File: config.mk
export PLATFORM = sky130hd
export DESIGN_NAME = sram_lane_ctrl
export DESIGN_NICKNAME = d
export VERILOG_FILES = /design/src/rtl/sram_lane_pkg.sv /design/src/rtl/slc_reset_sync.sv /design/src/rtl/slc_cycle_timer.sv /design/src/rtl/slc_lane_datapath.sv /design/src/rtl/sram_lane_ctrl.sv
export SDC_FILE = /design/constraint.sdc
export NUM_CORES = 1
export LEC_CHECK = 0
export ABC_CLOCK_PERIOD_IN_PS = 6190
export BUFFER_PORTS_ARGS = -buffer_cell sky130_fd_sc_hd__buf_2
export CAP_MARGIN = 0
export CORE_MARGIN = 2
export CORE_UTILIZATION = 52
export DETAILED_ROUTE_END_ITERATION = 10
export PLACE_DENSITY = 0.85
export SKIP_CTS_REPAIR_TIMING = 1
export SYNTH_ARGS = -nofsm -noshare
export SYNTH_HDL_FRONTEND = slang
export SYNTH_SLANG_ARGS = --single-unit
File: constraint.sdc
create_clock -name clk -period 6.19 [get_ports clk]
set_input_delay 0.619 -clock clk [delete_from_list [all_inputs] [get_ports clk]]
set_output_delay 0.619 -clock clk [all_outputs]
set_load 0.005 [all_outputs]
File: src/rtl/sram_lane_pkg.sv
package sram_lane_pkg;

  typedef enum logic [2:0] {
    ST_IDLE  = 3'd0,
    ST_WSET  = 3'd1,
    ST_WSTB  = 3'd2,
    ST_WHOLD = 3'd3,
    ST_RACC  = 3'd4,
    ST_RTURN = 3'd5
  } slc_state_e;

  typedef struct packed {
    logic ce_n;
    logic we_n;
    logic oe_n;
    logic dq_oe;
  } slc_ctl_t;

  localparam slc_ctl_t SLC_CTL_IDLE = '{ce_n: 1'b1, we_n: 1'b1, oe_n: 1'b1, dq_oe: 1'b0};

endpackage

File: src/rtl/slc_reset_sync.sv
module slc_reset_sync (
  input  logic clk,
  input  logic rst_n,
  output logic rst_n_sync
);

  logic [1:0] sync_q;

  always_ff @(posedge clk or negedge rst_n) begin
    if (!rst_n) begin
      sync_q <= 2'b00;
    end else begin
      sync_q <= {sync_q[0], 1'b1};
    end
  end

  assign rst_n_sync = sync_q[1];

endmodule

File: src/rtl/slc_cycle_timer.sv
module slc_cycle_timer #(
  parameter int CNT_W = 4
) (
  input  logic             clk,
  input  logic             rst_n,
  input  logic             load,
  input  logic [CNT_W-1:0] load_val,
  output logic             last
);

  logic [CNT_W-1:0] cnt_q;
  logic [CNT_W-1:0] cnt_d;

  always_comb begin
    cnt_d = cnt_q;
    if (load) begin
      cnt_d = load_val;
    end else if (cnt_q != '0) begin
      cnt_d = cnt_q - 1'b1;
    end
  end

  always_ff @(posedge clk or negedge rst_n) begin
    if (!rst_n) begin
      cnt_q <= '0;
    end else begin
      cnt_q <= cnt_d;
    end
  end

  assign last = (cnt_q == '0);

endmodule

File: src/rtl/slc_lane_datapath.sv
module slc_lane_datapath #(
  parameter int DATA_W = 16,
  parameter int LANES  = DATA_W / 8
) (
  input  logic              clk,
  input  logic              rst_n,
  input  logic              wr_load,
  input  logic [DATA_W-1:0] wr_data,
  input  logic              capture,
  input  logic [LANES-1:0]  lane_en,
  input  logic [DATA_W-1:0] bus_in,
  output logic [DATA_W-1:0] bus_out,
  output logic [DATA_W-1:0] rd_data,
  output logic              rd_valid
);

  logic [DATA_W-1:0] wdata_q;
  logic [DATA_W-1:0] rdata_q;
  logic              rvalid_q;

  always_ff @(posedge clk or negedge rst_n) begin
    if (!rst_n) begin
      wdata_q <= '0;
    end else if (wr_load) begin
      wdata_q <= wr_data;
    end
  end

  // Each lane is captured on its own; an unselected lane is forced to zero.
  for (genvar g = 0; g < LANES; g++) begin : g_lane
    always_ff @(posedge clk or negedge rst_n) begin
      if (!rst_n) begin
        rdata_q[g*8 +: 8] <= 8'h00;
      end else if (capture) begin
        rdata_q[g*8 +: 8] <= lane_en[g] ? bus_in[g*8 +: 8] : 8'h00;
      end
    end
  end

  always_ff @(posedge clk or negedge rst_n) begin
    if (!rst_n) begin
      rvalid_q <= 1'b0;
    end else begin
      rvalid_q <= capture;
    end
  end

  assign bus_out  = wdata_q;
  assign rd_data  = rdata_q;
  assign rd_valid = rvalid_q;

endmodule

File: src/rtl/sram_lane_ctrl.sv
module sram_lane_ctrl
  import sram_lane_pkg::*;
#(
  parameter int ADDR_W   = 18,
  parameter int DATA_W   = 16,
  parameter int ACC_CYC  = 6,
  parameter int WE_CYC   = 4,
  parameter int TURN_CYC = 1
) (
  input  logic                  clk,
  input  logic                  rst_n,
  input  logic                  req_valid,
  output logic                  req_ready,
  input  logic                  req_write,
  input  logic [ADDR_W-1:0]     req_addr,
  input  logic [DATA_W-1:0]     req_wdata,
  input  logic [DATA_W/8-1:0]   req_bmask,
  output logic                  rsp_valid,
  output logic [DATA_W-1:0]     rsp_rdata,
  output logic [ADDR_W-1:0]     sram_addr,
  output logic                  sram_ce_n,
  output logic                  sram_we_n,
  output logic                  sram_oe_n,
  output logic                  sram_ub_n,
  output logic                  sram_lb_n,
  output logic [DATA_W-1:0]     sram_dq_o,
  output logic                  sram_dq_oe,
  input  logic [DATA_W-1:0]     sram_dq_i
);

  localparam int LANES   = DATA_W / 8;
  localparam int MAX_A   = (ACC_CYC > WE_CYC) ? ACC_CYC : WE_CYC;
  localparam int MAX_CYC = (MAX_A > TURN_CYC) ? MAX_A : TURN_CYC;
  localparam int CNT_W   = $clog2(MAX_CYC + 1);

  logic             rst_n_i;
  slc_state_e       st_q, st_d;
  logic             accept;
  logic             tmr_load;
  logic [CNT_W-1:0] tmr_val;
  logic             tmr_last;
  logic             capture;
  logic [ADDR_W-1:0] addr_q;
  logic [LANES-1:0] mask_q, mask_d;
  slc_ctl_t         ctl_q, ctl_d;
  logic [LANES-1:0] ben_q, ben_d;

  slc_reset_sync u_rst (
    .clk        (clk),
    .rst_n      (rst_n),
    .rst_n_sync (rst_n_i)
  );

  slc_cycle_timer #(.CNT_W(CNT_W)) u_tmr (
    .clk      (clk),
    .rst_n    (rst_n_i),
    .load     (tmr_load),
    .load_val (tmr_val),
    .last     (tmr_last)
  );

  slc_lane_datapath #(.DATA_W(DATA_W), .LANES(LANES)) u_dp (
    .clk      (clk),
    .rst_n    (rst_n_i),
    .wr_load  (accept && req_write),
    .wr_data  (req_wdata),
    .capture  (capture),
    .lane_en  (mask_q),
    .bus_in   (sram_dq_i),
    .bus_out  (sram_dq_o),
    .rd_data  (rsp_rdata),
    .rd_valid (rsp_valid)
  );

  // Sequencer next state
  always_comb begin
    accept   = req_valid && (st_q == ST_IDLE);
    st_d     = st_q;
    tmr_load = 1'b0;
    tmr_val  = '0;
    capture  = 1'b0;
    unique case (st_q)
      ST_IDLE: begin
        if (accept) begin
          if (req_write) begin
            st_d = ST_WSET;
          end else begin
            st_d     = ST_RACC;
            tmr_load = 1'b1;
            tmr_val  = CNT_W'(ACC_CYC - 1);
          end
        end
      end
      ST_WSET: begin
        st_d     = ST_WSTB;
        tmr_load = 1'b1;
        tmr_val  = CNT_W'(WE_CYC - 1);
      end
      ST_WSTB: begin
        if (tmr_last) st_d = ST_WHOLD;
      end
      ST_WHOLD: begin
        st_d = ST_IDLE;
      end
      ST_RACC: begin
        if (tmr_last) begin
          st_d     = ST_RTURN;
          capture  = 1'b1;
          tmr_load = 1'b1;
          tmr_val  = CNT_W'(TURN_CYC - 1);
        end
      end
      ST_RTURN: begin
        if (tmr_last) st_d = ST_IDLE;
      end
      default: st_d = ST_IDLE;
    endcase
  end

  // Pin values are decoded from the next state and registered, so every
  // strobe leaves a flop directly.
  always_comb begin
    mask_d      = accept ? req_bmask : mask_q;
    ctl_d.ce_n  = !((st_d == ST_WSET) || (st_d == ST_WSTB) ||
                    (st_d == ST_WHOLD) || (st_d == ST_RACC));
    ctl_d.we_n  = (st_d != ST_WSTB);
    ctl_d.oe_n  = (st_d != ST_RACC);
    ctl_d.dq_oe = (st_d == ST_WSET) || (st_d == ST_WSTB) || (st_d == ST_WHOLD);
    ben_d       = ctl_d.ce_n ? {LANES{1'b1}} : ~mask_d;
  end

  always_ff @(posedge clk or negedge rst_n_i) begin
    if (!rst_n_i) begin
      st_q   <= ST_IDLE;
      ctl_q  <= SLC_CTL_IDLE;
      ben_q  <= {LANES{1'b1}};
      mask_q <= '0;
    end else begin
      st_q   <= st_d;
      ctl_q  <= ctl_d;
      ben_q  <= ben_d;
      mask_q <= mask_d;
    end
  end

  always_ff @(posedge clk or negedge rst_n_i) begin
    if (!rst_n_i) begin
      addr_q <= '0;
    end else if (accept) begin
      addr_q <= req_addr;
    end
  end

  assign req_ready  = (st_q == ST_IDLE);
  assign sram_addr  = addr_q;
  assign sram_ce_n  = ctl_q.ce_n;
  assign sram_we_n  = ctl_q.we_n;
  assign sram_oe_n  = ctl_q.oe_n;
  assign sram_dq_oe = ctl_q.dq_oe;
  assign sram_ub_n  = ben_q[LANES-1];
  assign sram_lb_n  = ben_q[0];

endmodule

Word-level counts from Yosys, hierarchy flattened:

Index checks and enable logic that the tools add are counted.

* add/sub/neg operators: 1
* equal/unequal tests: 10
* muxes and demuxes: 20
* bitwise logic cells: 1
* reductions and logical operators: 10

Operators with widths (number)
* 3-bit 2-to-1 mux: 9
* 8-bit 2-to-1 mux: 2
* 3-bit case mux with 5 select lines: 1
* 3-bit by 2-bit equality test with 1-bit output, second input constant: 3
* 3-bit equality test, second input constant: 3
* 3-bit by 1-bit equality test with 1-bit output, second input constant: 2
* 3-bit zero test: 2
* 3-bit case mux with 2 select lines: 1
* 1-bit 2-to-1 mux: 4
* 2-bit 2-to-1 mux: 2
* 1-bit logical OR: 3
* 3-bit by 2-bit inequality test with 1-bit output, second input constant: 1
* 3-bit inequality test, second input constant: 1
* 1-bit case mux with 3 select lines: 1
* 3-bit nonzero test: 1
* 3-bit by 1-bit subtractor with 3-bit output, second input constant: 1
* 1-bit logical AND: 2
* 2-bit NOT: 1
* 2-bit nonzero test: 1
* 1-bit zero test: 1

* register bits: 67
* input bits: 56
* output and inout bits: 58
* word-level logic and storage cells: 56

Longest topological paths before layout:

* depth in word-level cells: 9
* mapped depth: 8
* mapped depth without buffers: 7

By module:

Synthesis repeated with hierarchy kept, for this count alone.

* cell total of the unflattened synthesis: 216
* area, all modules: 2816.5 um^2

By module, submodules not included
* slc_lane_datapath: instances 1, cells each 104, area each 1316.3 um^2, seq. area each 825.8 um^2
* sram_lane_ctrl: instances 1, cells each 88, area each 1246.2 um^2, seq. area each 732.0 um^2
* slc_cycle_timer: instances 1, cells each 21, area each 200.2 um^2, seq. area each 75.1 um^2
* slc_reset_sync: instances 1, cells each 3, area each 53.8 um^2, seq. area each 50.0 um^2

Worst setup path after synthesis:

OpenSTA, ideal clock, no wires.

* path kind: register to register
* start: register u_tmr.cnt_q[0]
* end: register ben_q[0]
* setup time: 0.080 ns
* arrival: 1.640 ns
* path slack: 4.471 ns
* cell stages (with the launch flop): 9
* buffers on the path: 1
* period minus slack after synthesis: 1.719 ns
* cell sequence: dfrtp_1 -> inv_1 -> ha_1 -> ha_1 -> buf_2 -> nand2b_1 -> mux2_2 -> o21a_1 -> nand2b_1

* word-level cells in the longest chain between the ends: 8
* elaborated cells on any way between the ends: 13
* those cells by class: 4 x eq/ne; 5 x mux; 4 x reduce/logical

Ends and longest elaborated chain
* start, declared: line slc_cycle_timer.sv:11 `logic [CNT_W-1:0] cnt_q;`
* start signal, assigned: line slc_cycle_timer.sv:27 `cnt_q <= cnt_d;`
* 3-bit zero test *: line slc_cycle_timer.sv:31 `assign last = (cnt_q == '0);`
* 3-bit 2-to-1 mux (on tied branches): line sram_lane_ctrl.sv:114, sram_lane_ctrl.sv:100, sram_lane_ctrl.sv:106
* 3-bit case mux with 5 select lines *: line sram_lane_ctrl.sv:82 `unique case (st_q)`
* 3-bit by 1-bit equality test with 1-bit output / 3-bit by 2-bit equality test with 1-bit output (equally long branches): line sram_lane_ctrl.sv:124 `ctl_d.ce_n = !((st_d == ST_WSET) || (st_d == ST_WSTB) ||`
* 1-bit logical OR (2 in a row): line sram_lane_ctrl.sv:124
* 1-bit logical OR *: line sram_lane_ctrl.sv:125 `(st_d == ST_WHOLD) || (st_d == ST_RACC));`
* 2-bit 2-to-1 mux *: line sram_lane_ctrl.sv:129 `ben_d = ctl_d.ce_n ? {LANES{1'b1}} : ~mask_d;`
* named net ben_d[0]: line sram_lane_ctrl.sv:46 `logic [LANES-1:0] ben_q, ben_d;`
* end signal, assigned: line sram_lane_ctrl.sv:136 `ben_q <= {LANES{1'b1}};`
* end signal, assigned: line sram_lane_ctrl.sv:141 `ben_q <= ben_d;`
* end, declared: line sram_lane_ctrl.sv:46

Mark *: on every way through the listed nets, which the timed path passes. The rest lies on a longest branch.
A chain may end at the register's enable or synchronous reset.

Worst setup path after layout:

* start: register u_tmr.cnt_q[0]
* end: register u_tmr.cnt_q[1]

* word-level cells in the longest chain between the ends: 4
* elaborated cells on any way between the ends: 8
* those cells by class: 1 x add/sub; 4 x mux; 3 x reduce/logical

Ends and longest elaborated chain
* parallel branches: the longest is 4 deep, another holds 3-bit by 1-bit subtractor with 3-bit output

Several ways; the timed one is not identified. The select of a mux whose other input is x is not followed.

==> run_results.csv <==
group,metric,value,unit
place,place_congestion,0.777,
pwr,p_comb_frac,0.366,
place,dp_hpwl,3.97,mm
grt,grt_usage,0.191,
critical_path,critical_path.most_common_cell,"ha_1",
grt,grt_pass1_vias,2003,
synthesis,yosys_warnings,0,
critical_path,required,6380,ps
sta,rsz0062_at_grt,"false",
floorplan,rows,26,
finish,nNetsFinal,384,
synthesis,synth_top_area_share,0.551,
route,via_per_inst,4.95,
place,dp_cells,385,
critical_path,cp_num_cells,6,
finish,instances_no_fill,401,
pwr,p_leak,1.79,nW
critical_path,critPathLaunchType,"register",
hold_path,hold_path.class,"primary input to async pin",
synthesis,synth_seq_cells,67,
finish,area_delta_synth_final,24.7,%
synthesis,async_flop_share,1.00,
finish,drive_above_1_share,0.526,
route,wire_per_inst,13.9,µm
clocking,cts_max_path_buffers,2,
route,antenna_left,0,
outcome,outcome,"finished, final reports clean",
critical_path,worst_path_max_delay_cell,"nand3_1",
clocking,cts_tree,"yes",
critical_path,crit_chain,"inv_1, ha_1, ha_1, nand3_1, a32oi_1, a31oi_1",
floorplan,die_h,77.6,µm
clocking,htreeDepth,3,
synthesis,yosys-top-cells-area,"dfrtp_1, mux2_4, mux2_2",
critical_path,cp_num_buf_inv,1,
clocking,cts.sinks,67,
pwr,swShare,0.324,
job,maxCapViolations,0,
sta,hold_viol_final,0,
critical_path,arrival,2700,ps
sta,relSlewSlack,0.285,
floorplan,core_area,0.00517,mm²
clocking,clockRootBuffer,"clkbuf_8",
synthesis,avgSynthCellArea,13.1,µm²
finish,fillerInstances,403,
critical_path,end_kind,"register",
floorplan,die_w,77.6,µm
synthesis,synthCells,215,
synthesis,synth.most_common_cell,"dfrtp_1",
pwr,ir_worst_vdd,267,µV
route,first_pass_iters,4,
synthesis,synth-edff-count,0,
critical_path,cp_top_family,"simple AND/OR/NAND/NOR gates",
sta,finalSetupTns,0,ps
finish,n_antenna_cell,0,
route,dr.first_iter.drc_count,88,
grt,grt_pass1_wl,8.94,mm
sta,clock_skew,10.9,ps
clocking,clkTransAtPathRegs,70,ps
critical_path,critPathMaxStageDelay,830,ps
critical_path,worst-r2r-cell-count,6,
route,vias,1983,
synthesis,syn_area,0.00282,mm²
route,drcViolationCount,0,
synthesis,yosysUniqueCellTypes,38,
floorplan,die-area,0.00602,mm²
pwr,power_frac_seq,0.457,
grt,grt_antenna_before_repair,0,
sta,max_freq,0.399,GHz
clocking,clk_latency,330,ps
sta,period_share,0.405,
synthesis,ys_seq_area_frac,0.598,
grt,grt_max_degree,66,
floorplan,initial_core_util,0.544,
sta,worst_pin_slew,1070,ps
pwr,p_switching,0.545,mW
synthesis,synth_top_area_cell,"dfrtp_1",
route,drt-total-wl,5.57,mm
synthesis,synth_ff_type,"dfrtp_1",
critical_path,critical_path_class,"register to register",
grt,grt_overflow,0,
sta,finalSetupViolCount,0,
clocking,cts_buffers,9,
sta,final_period_minus_worst_setup_slack,2510,ps
sta,drv_slew,0,
place,portBuffers,113,
floorplan,io_pins,114,
critical_path,cp_max_fo,35,
pwr,p_clk_frac,0.177,
synthesis,syn_nets,273,
synthesis,synthTopCellsByCount,"dfrtp_1, nand2_1, o21ai_0",
pwr,p_per_area,480,mW/mm²
pwr,internal_power,1.14,mW
-- cells by family after synthesis --
kind of cell | Yosys count | synth area share
adders and majority gates | 2 | 0.00889
DFF | 67 | 0.598
other | 1 | 0.00133
muxes | 38 | 0.176
buffers and inverters | 20 | 0.0507
xor gates and xnor gates | 1 | 0.00311
AOI/OAI and AO/OA | 35 | 0.0796
and+or+nand+nor | 51 | 0.0831
-- power by group through the flow --
stage | Combinational [mW] | Clock (mW) | Sequential (mW)
final | 0.617 | 0.298 | 0.769
after global placement | 0.601 | 0 | 0.765
after CTS | 0.627 | 0.306 | 0.770
after detailed placement | 0.624 | 0 | 0.778
after floorplan | 0.401 | 0 | 0.761
after global routing | 0.681 | 0.322 | 0.798
-- registers in the layout, indices dropped and copies added (netlist names) --
register       flops
ben_q              2
mask_q             2
sram_addr         18
sram_ce_n          1
sram_dq_oe         1
sram_oe_n          1
sram_we_n          1
st_q               3
u_dp.bus_out      16
u_dp.rd_data      16
u_dp.rd_valid      1
u_rst.sync_q       2
u_tmr.cnt_q        3
-- path summary, 6_finish.rpt --
| check | endpoint | startpoint | slack (ps) |
|---|---|---|---|
| setup reg to reg | u_tmr.cnt_q[1]$_DFFE_PN0P_ | u_tmr.cnt_q[0]$_DFFE_PN0P_ | 3680 |
| max in group asynchronous | sram_addr[15]$_DFFE_PN0P_ | u_rst.sync_q[1]$_DFF_PN0_ | 5250 |
| min in group clk | u_rst.sync_q[1]$_DFF_PN0_ | u_rst.sync_q[0]$_DFF_PN0_ | 360 |
| hold reg to reg | u_rst.sync_q[1]$_DFF_PN0_ | u_rst.sync_q[0]$_DFF_PN0_ | 360 |
| hold / removal | u_rst.sync_q[1]$_DFF_PN0_ | rst_n | 50 |
| setup / recovery | u_tmr.cnt_q[1]$_DFFE_PN0P_ | u_tmr.cnt_q[0]$_DFFE_PN0P_ | 3680 |
-- metal layers --
metal	up-vias	global-route usage	part of all wire
met5	-	0	0
met1	954	0.229	0.42
met4	0	0.111	0.022
met3	13	0.0326	0.048
met2	68	0.324	0.51
li1	948	-	-
-- cell usage in the layout, fill, tap and decap left out, types with 3 or more instances in the layout --
| cell type | count |
|---|---|
| buf_2 | 113 |
| clkbuf_1 | 4 |
| clkbuf_8 | 9 |
| clkinv_2 | 3 |
| dfrtp_1 | 61 |
| dfstp_2 | 5 |
| inv_1 | 6 |
| mux2_2 | 19 |
| mux2_4 | 18 |
| nand2_1 | 33 |
| nand2b_1 | 5 |
| nor2_1 | 5 |
| o21ai_0 | 20 |
-- stage by stage --
step                      hold WS [ps]  worst slack (ps)   util  cell area, µm²  total power [mW]
final                             50.7              3680  0.679            3510              1.68
after global routing              44.4              3450  0.679            3510              1.80
after CTS                         41.7              3740  0.679            3510              1.70
after detailed placement           344              3750  0.649            3360              1.40
after global placement             340              3890  0.649            3360              1.37
after floorplan                    323              4190      -            2820              1.16
-- cell type report --
| class | instances | area (µm²) | share of cell area |
|---|---|---|---|
| clock buffer | 13 | 139 | 0.0396 |
| clock inverter | 3 | 15.0 | 0.00428 |
| inverter | 6 | 22.5 | 0.00641 |
| multi-input combinational | 128 | 990 | 0.282 |
| sequential | 67 | 1680 | 0.480 |
| tap | 70 | 87.6 | 0.0249 |
| timing repair buffer | 114 | 573 | 0.163 |
Note: power is estimated with default switching activity, not from simulation.
